==> src/rtl/pwm_cmp_pkg.sv <==
`timescale 1ns/1ps
package pwm_cmp_pkg;
  localparam logic [2:0] A_CFG  = 3'd0;
  localparam logic [2:0] A_VAL  = 3'd1;
  localparam logic [2:0] A_IEN  = 3'd2;
  localparam logic [2:0] A_IDIS = 3'd3;
  localparam logic [2:0] A_STAT = 3'd4;
  localparam logic [2:0] A_ACFG = 3'd5;
  localparam logic [2:0] A_AVAL = 3'd6;
  localparam logic [2:0] A_MASK = 3'd7;
  localparam int EV_MATCH = 0;
  localparam int EV_UPD   = 1;
  localparam int NEV      = 2;
endpackage

==> src/rtl/cmp_period_ctr.sv <==
`timescale 1ns/1ps
module cmp_period_ctr #(
  parameter int W = 4
) (
  input  logic         clk,
  input  logic         rst_n,
  input  logic         clr,
  input  logic         step,
  input  logic [W-1:0] lim,
  output logic [W-1:0] cnt
);
  function automatic logic [W-1:0] wrap_next(input logic [W-1:0] c, input logic [W-1:0] l);
    return (c >= l) ? '0 : c + 1'b1;
  endfunction

  always_ff @(posedge clk) begin
    if (!rst_n)    cnt <= '0;
    else if (clr)  cnt <= '0;
    else if (step) cnt <= wrap_next(cnt, lim);
  end


  within_lim_chk: assert property (@(posedge clk) disable iff (!rst_n) cnt <= lim);
endmodule

==> src/rtl/cmp_shadow.sv <==
`timescale 1ns/1ps
module cmp_shadow #(
  parameter int CW = 16,
  parameter int PW = 4
) (
  input  logic          clk,
  input  logic          rst_n,
  input  logic          wr_cfg,
  input  logic          wr_val,
  input  logic [CW:0]   wdata,
  input  logic          commit,
  output logic          pending,
  output logic          act_en,
  output logic [PW-1:0] act_ctr,
  output logic [PW-1:0] act_cpr,
  output logic [PW-1:0] act_cupr,
  output logic [CW-1:0] act_cv,
  output logic          act_cvm
);
  localparam int CTR_LSB  = 1;
  localparam int CPR_LSB  = 1 + PW;
  localparam int CUPR_LSB = 1 + 2 * PW;

  logic          sh_en, sh_cvm;
  logic [PW-1:0] sh_ctr, sh_cpr, sh_cupr;
  logic [CW-1:0] sh_cv;

  always_ff @(posedge clk) begin
    if (!rst_n) begin
      sh_en <= 1'b0; sh_ctr <= '0; sh_cpr <= '0; sh_cupr <= '0;
      sh_cv <= '0; sh_cvm <= 1'b0;
    end else begin
      if (wr_cfg) begin
        sh_en   <= wdata[0];
        sh_ctr  <= wdata[CTR_LSB +: PW];
        sh_cpr  <= wdata[CPR_LSB +: PW];
        sh_cupr <= wdata[CUPR_LSB +: PW];
      end
      if (wr_val) begin
        sh_cv  <= wdata[CW-1:0];
        sh_cvm <= wdata[CW];
      end
    end
  end

  always_ff @(posedge clk) begin
    if (!rst_n)      pending <= 1'b0;
    else if (wr_cfg) pending <= 1'b1;
    else if (commit) pending <= 1'b0;
  end

  always_ff @(posedge clk) begin
    if (!rst_n) begin
      act_en <= 1'b0; act_ctr <= '0; act_cpr <= '0; act_cupr <= '0;
      act_cv <= '0; act_cvm <= 1'b0;
    end else if (commit) begin
      act_en <= sh_en; act_ctr <= sh_ctr; act_cpr <= sh_cpr; act_cupr <= sh_cupr;
      act_cv <= sh_cv; act_cvm <= sh_cvm;
    end
  end


  pending_src_chk: assert property (@(posedge clk) disable iff (!rst_n)
    $rose(pending) |-> $past(wr_cfg));
endmodule

==> src/rtl/cmp_irq.sv <==
`timescale 1ns/1ps
module cmp_irq #(
  parameter int NE = 2
) (
  input  logic          clk,
  input  logic          rst_n,
  input  logic [NE-1:0] ev,
  input  logic          mask_set,
  input  logic          mask_clr,
  input  logic [NE-1:0] wbits,
  input  logic          rd_stat,
  output logic [NE-1:0] status,
  output logic [NE-1:0] mask,
  output logic          irq
);
  always_ff @(posedge clk) begin
    if (!rst_n)        mask <= '0;
    else if (mask_set) mask <= mask | wbits;
    else if (mask_clr) mask <= mask & ~wbits;
  end

  always_ff @(posedge clk) begin
    if (!rst_n) status <= '0;
    else        status <= (rd_stat ? '0 : status) | ev;
  end

  assign irq = |(status & mask);


  mask_gate_chk: assert property (@(posedge clk) disable iff (!rst_n) (mask == '0) |-> !irq);

  read_clear_chk: assert property (@(posedge clk) disable iff (!rst_n)
    (rd_stat && ev == '0) |=> status == '0);
endmodule

==> src/rtl/pwm_cmp_event.sv <==
`timescale 1ns/1ps
module pwm_cmp_event #(
  parameter int CW = 16,
  parameter int PW = 4
) (
  input  logic          clk,
  input  logic          rst_n,
  input  logic [CW-1:0] cnt_i,
  input  logic          cnt_down_i,
  input  logic          centre_i,
  input  logic          eop_i,
  input  logic          fault_i,
  input  logic          wr_en_i,
  input  logic          rd_en_i,
  input  logic [2:0]    addr_i,
  input  logic [CW:0]   wdata_i,
  output logic [CW:0]   rdata_o,
  output logic          match_o,
  output logic          upd_o,
  output logic          irq_o
);
  import pwm_cmp_pkg::*;

  localparam int CTR_LSB  = 1;
  localparam int CPR_LSB  = 1 + PW;
  localparam int CUPR_LSB = 1 + 2 * PW;

  logic          pending, act_en, act_cvm;
  logic [PW-1:0] act_ctr, act_cpr, act_cupr, per_cnt, upd_cnt;
  logic [CW-1:0] act_cv;
  logic [NEV-1:0] status, mask, ev;

  // named internal events
  logic upd_point, commit, armed, dir_ok, hit, hit_q, match_edge, cnt_clr;

  assign upd_point  = eop_i && (upd_cnt == act_cupr);
  assign commit     = pending && (!act_en || upd_point);
  assign cnt_clr    = !act_en || commit;
  assign armed      = (per_cnt == act_ctr);
  assign dir_ok     = !centre_i || (cnt_down_i == act_cvm);
  assign hit        = act_en && !fault_i && armed && dir_ok && (cnt_i == act_cv);
  assign match_edge = hit && !hit_q;

  cmp_shadow #(.CW(CW), .PW(PW)) u_shadow (
    .clk(clk), .rst_n(rst_n),
    .wr_cfg(wr_en_i && addr_i == A_CFG), .wr_val(wr_en_i && addr_i == A_VAL),
    .wdata(wdata_i), .commit(commit), .pending(pending),
    .act_en(act_en), .act_ctr(act_ctr), .act_cpr(act_cpr), .act_cupr(act_cupr),
    .act_cv(act_cv), .act_cvm(act_cvm)
  );

  cmp_period_ctr #(.W(PW)) u_per_ctr (
    .clk(clk), .rst_n(rst_n), .clr(cnt_clr), .step(eop_i), .lim(act_cpr), .cnt(per_cnt)
  );

  cmp_period_ctr #(.W(PW)) u_upd_ctr (
    .clk(clk), .rst_n(rst_n), .clr(cnt_clr), .step(eop_i), .lim(act_cupr), .cnt(upd_cnt)
  );

  always_comb begin
    ev = '0;
    ev[EV_MATCH] = match_edge;
    ev[EV_UPD]   = commit;
  end

  cmp_irq #(.NE(NEV)) u_irq (
    .clk(clk), .rst_n(rst_n), .ev(ev),
    .mask_set(wr_en_i && addr_i == A_IEN), .mask_clr(wr_en_i && addr_i == A_IDIS),
    .wbits(wdata_i[NEV-1:0]), .rd_stat(rd_en_i && addr_i == A_STAT),
    .status(status), .mask(mask), .irq(irq_o)
  );

  always_ff @(posedge clk) begin
    if (!rst_n) begin
      hit_q <= 1'b0; match_o <= 1'b0; upd_o <= 1'b0;
    end else begin
      hit_q <= hit; match_o <= match_edge; upd_o <= commit;
    end
  end

  always_comb begin
    rdata_o = '0;
    case (addr_i)
      A_STAT: rdata_o[NEV-1:0] = status;
      A_MASK: rdata_o[NEV-1:0] = mask;
      A_ACFG: begin
        rdata_o[0]                = act_en;
        rdata_o[CTR_LSB +: PW]    = act_ctr;
        rdata_o[CPR_LSB +: PW]    = act_cpr;
        rdata_o[CUPR_LSB +: PW]   = act_cupr;
      end
      A_AVAL: rdata_o = {act_cvm, act_cv};
      default: rdata_o = '0;
    endcase
  end


  match_needs_en_chk: assert property (@(posedge clk) disable iff (!rst_n)
    match_o |-> $past(act_en));

  fault_block_chk: assert property (@(posedge clk) disable iff (!rst_n) fault_i |=> !match_o);

  one_shot_chk: assert property (@(posedge clk) disable iff (!rst_n) match_o |=> !match_o);

  upd_from_pending_chk: assert property (@(posedge clk) disable iff (!rst_n)
    upd_o |-> $past(pending));
endmodule

==> config.mk <==
export PLATFORM = sky130hd
export DESIGN_NAME = pwm_cmp_event
export DESIGN_NICKNAME = d
export VERILOG_FILES = /design/src/rtl/pwm_cmp_pkg.sv /design/src/rtl/cmp_period_ctr.sv /design/src/rtl/cmp_shadow.sv /design/src/rtl/cmp_irq.sv /design/src/rtl/pwm_cmp_event.sv
export SDC_FILE = /design/constraint.sdc
export NUM_CORES = 1
export LEC_CHECK = 0
export CAP_MARGIN = 0
export CORE_ASPECT_RATIO = 0.8
export CORE_MARGIN = 8
export CORE_UTILIZATION = 57
export CTS_CLUSTER_DIAMETER = 100
export CTS_CLUSTER_SIZE = 12
export DETAILED_ROUTE_END_ITERATION = 6
export PLACE_DENSITY = 0.85
export SETUP_SLACK_MARGIN = 0.1
export SKIP_CTS_REPAIR_TIMING = 1
export SYNTH_ARGS = -nofsm -noshare
export SYNTH_HDL_FRONTEND = slang
export SYNTH_HIERARCHICAL = 1
export SYNTH_SLANG_ARGS = --single-unit
export TNS_END_PERCENT = 50
==> constraint.sdc <==
create_clock -name clk -period 5.25 [get_ports clk]
set_input_delay 1.575 -clock clk [delete_from_list [all_inputs] [get_ports clk]]
set_output_delay 1.575 -clock clk [all_outputs]
set_load 0.1 [all_outputs]
==> flow_metrics.env <==
export IMPL_reg2reg_depth=7
export IMPL_dpl_cell_count=517
export IMPL_outcome="finished clean"
export IMPL_final_max_slew_viol_count=0
export IMPL_endpoint_kind="primary output"
export IMPL_path_cells="clkdlybuf4s50_1 -> buf_4 -> nor2b_1 -> buf_4 -> a22oi_1 -> nor2b_1 -> buf_12"
export IMPL_dieArea_um2=9586
export IMPL_fin_cells=533
export IMPL_antenna_cells=0
export IMPL_row_count=26
export IMPL_fmax_mhz=209.5
export IMPL_regArea_um2=1521
export IMPL_cp_slowest_cell="clkdlybuf4s50_1"
export IMPL_clkSinkCount=76
export IMPL_holdPathStages=1
export IMPL_clock_path_buffers=2
export IMPL_setup_viol=0
export IMPL_syn_to_final_growth_pct=28.30
export IMPL_ys_types=41
export IMPL_crit_path_max_fanout=11
export IMPL_nets=498
export IMPL_via_per_inst=5.550
export IMPL_rsz0062_at_grt="no"
export IMPL_layout_drive_gt1_share_pct=12.47
export IMPL_post_route_util_pct=76.01
export IMPL_synth_edf_count=0
export IMPL_initial_core_util_pct=59.25
export IMPL_grt_ovfl_total=0
export IMPL_clkTransAtPathRegs_ps=80
export IMPL_wl_um=9212
export IMPL_drt_iter0_markers=122
export IMPL_fillers=431
export IMPL_ys_seq_elements=76
export IMPL_cts_tree="yes"
export IMPL_antenna_left=0
export IMPL_p_per_area_nw_per_um2=242.8
export IMPL_layout_commonest_cell="dfxtp_1"
export IMPL_synthCells=381
export IMPL_grt_usage_pct=19.59
export IMPL_fin_hold_ws_ps=518.9
export IMPL_yosysSeqAreaShare_pct=39.87
export IMPL_syn_area_per_cell_um2=10.02
export IMPL_hold_viol_final=0
export IMPL_hold_class="flop to flop"
export IMPL_r2r_start="u_upd_ctr/cnt[2]$_SDFFE_PP0P_"
export IMPL_tightestPinTransition_ps=972.9
export IMPL_dp_hpwl_um=6814
export IMPL_ys_flop_type="dfxtp_1"
export IMPL_cts_buffers=9
export IMPL_drcViolationCount=0
export IMPL_synthesis_nets=435
export IMPL_portBuffers=63
export IMPL_pre_cts_ws_ps=536.1
export IMPL_die_w_um=107.5
export IMPL_grt_start_max_net_pins=61
export IMPL_period_share_pct=90.92
export IMPL_crit_buf_inv=4
export IMPL_drtPass1Iterations=4
export IMPL_clock_skew_ps=11.74
export IMPL_cpPeakStageDelay_ps=440
export IMPL_syn_area_um2=3816
export IMPL_relSlewSlack_pct=34.94
export IMPL_worstSetupPathType="input pin to primary output"
export IMPL_reg2reg_slack_ps=3010
export IMPL_leakagePower_nw=1.705
export IMPL_placed_area_um2=4671
export IMPL_gp_congestion=0.8354
export IMPL_fin_total_pwr_mw=1.189
export IMPL_antenna_found_initial=0
export IMPL_clk_latency_ps=350
export IMPL_grt_pass1_wl_um=14660
export IMPL_r2r_end="u_shadow/act_cpr[1]$_SDFFE_PN0P_"
export IMPL_worst_slack_ps=476.7
export IMPL_ys_warnings_count=6
export IMPL_synth_top_area_share_pct=39.87
export IMPL_io_pins=64
export IMPL_multi_input_area_um2=2096
export IMPL_final_area_um2=4896
export IMPL_cp_arrival_ps=3200
export IMPL_wl_per_cell_um=17.28
export IMPL_grt_pass1_vias=3099
export IMPL_cts_root_buf="clkbuf_8"
export IMPL_die_h_um=89.19
export IMPL_ir_drop_v=0.0001541
export IMPL_critPathTopFamily="buffers and inverters"
export IMPL_num_vias=2958
export IMPL_htree_levels=3
export IMPL_synth_largest_area_cell="dfxtp_1"
export IMPL_fin_crit_ps=4773
export IMPL_core_area_um2=6441
export IMPL_start_kind="input pin"
export IMPL_fin_setup_tns_ps=0
export IMPL_cp_required_ps=3680
export IMPL_yosys_top_cells_area="dfxtp_1, mux2i_1, nor2b_1"
export IMPL_async_flop_share_pct=0
export IMPL_maxCapViolations=0
export IMPL_final_cell_mix="dfxtp_1, nor2b_1, mux2i_1"
==> where the power goes <==
group | internal [mW] | leakage, nW | switching (mW)
clock network | 0.282 | 0.106 | 0.215
logic | 0.0580 | 0.986 | 0.0472
registers | 0.583 | 0.613 | 0.00395
==> logic make-up after synthesis <==
| logic type | count (synthesis) | share of synthesized area (%) |
|---|---|---|
| adder cells (fa/ha/maj) | 10 | 3.279 |
| flip-flops | 76 | 39.87 |
| multiplexers | 62 | 16.92 |
| AND/OR/NAND/NOR | 128 | 20.85 |
| AO/OA/AOI/OAI | 46 | 8.525 |
| buffers and inverters | 39 | 5.967 |
| XOR/XNOR | 20 | 4.590 |
==> cells in the mapped netlist, types with 4 or more instances <==
master	instances
nor3_1	6
o21ai_0	11
ha_1	10
nor2_1	6
a22oi_1	11
xor2_1	18
inv_1	18
clkbuf_1	7
dfxtp_1	76
nor2b_1	77
nand2_1	8
mux2i_1	60
nand2b_1	6
nor4_1	4
and3_1	5
a211oi_1	7
buf_2	4
buf_8	4
==> routing by layer <==
| layer | GRT usage (%) | share of wire, % |
|---|---|---|
| met1 | 23.07 | 45 |
| met2 | 33.33 | 48 |
| met3 | 5.259 | 5.4 |
| met4 | 7.915 | 1.9 |
| met5 | 0 | 0 |
==> cell type report <==
cell class,instances,share of cell area [%]
clock buffers,11,2.888
clock inverters,5,1.712
inverters,20,1.533
multi-input cells,266,42.81
flip-flops and latches,76,31.08
well taps,84,2.147
repair buffers,71,17.84
==> how the worst max path moves through the flow <==
stage	from	end	slack, ps	cells after the start
final	addr_i[1]	rdata_o[8]	480	7
after global routing	addr_i[1]	rdata_o[8]	390	7
after CTS	addr_i[1]	rdata_o[8]	510	7
after detailed placement	addr_i[0]	rdata_o[7]	540	6
after global placement	addr_i[0]	rdata_o[5]	560	6
after floorplan	addr_i[0]	rdata_o[2]	50	5
==> state kept, by name, summed over array words and instances (netlist names), 2 cells and up, named ones only <==
register           cells
u_shadow/act_cpr       4
u_upd_ctr/cnt          4
u_shadow/sh_ctr        4
u_shadow/sh_cpr        4
u_shadow/sh_cv        16
u_shadow/act_ctr       4
u_shadow/act_cv       16
u_per_ctr/cnt          4
u_shadow/act_cupr      4
u_irq/status           2
u_shadow/sh_cupr       4
(Power assumes the default switching activity.)
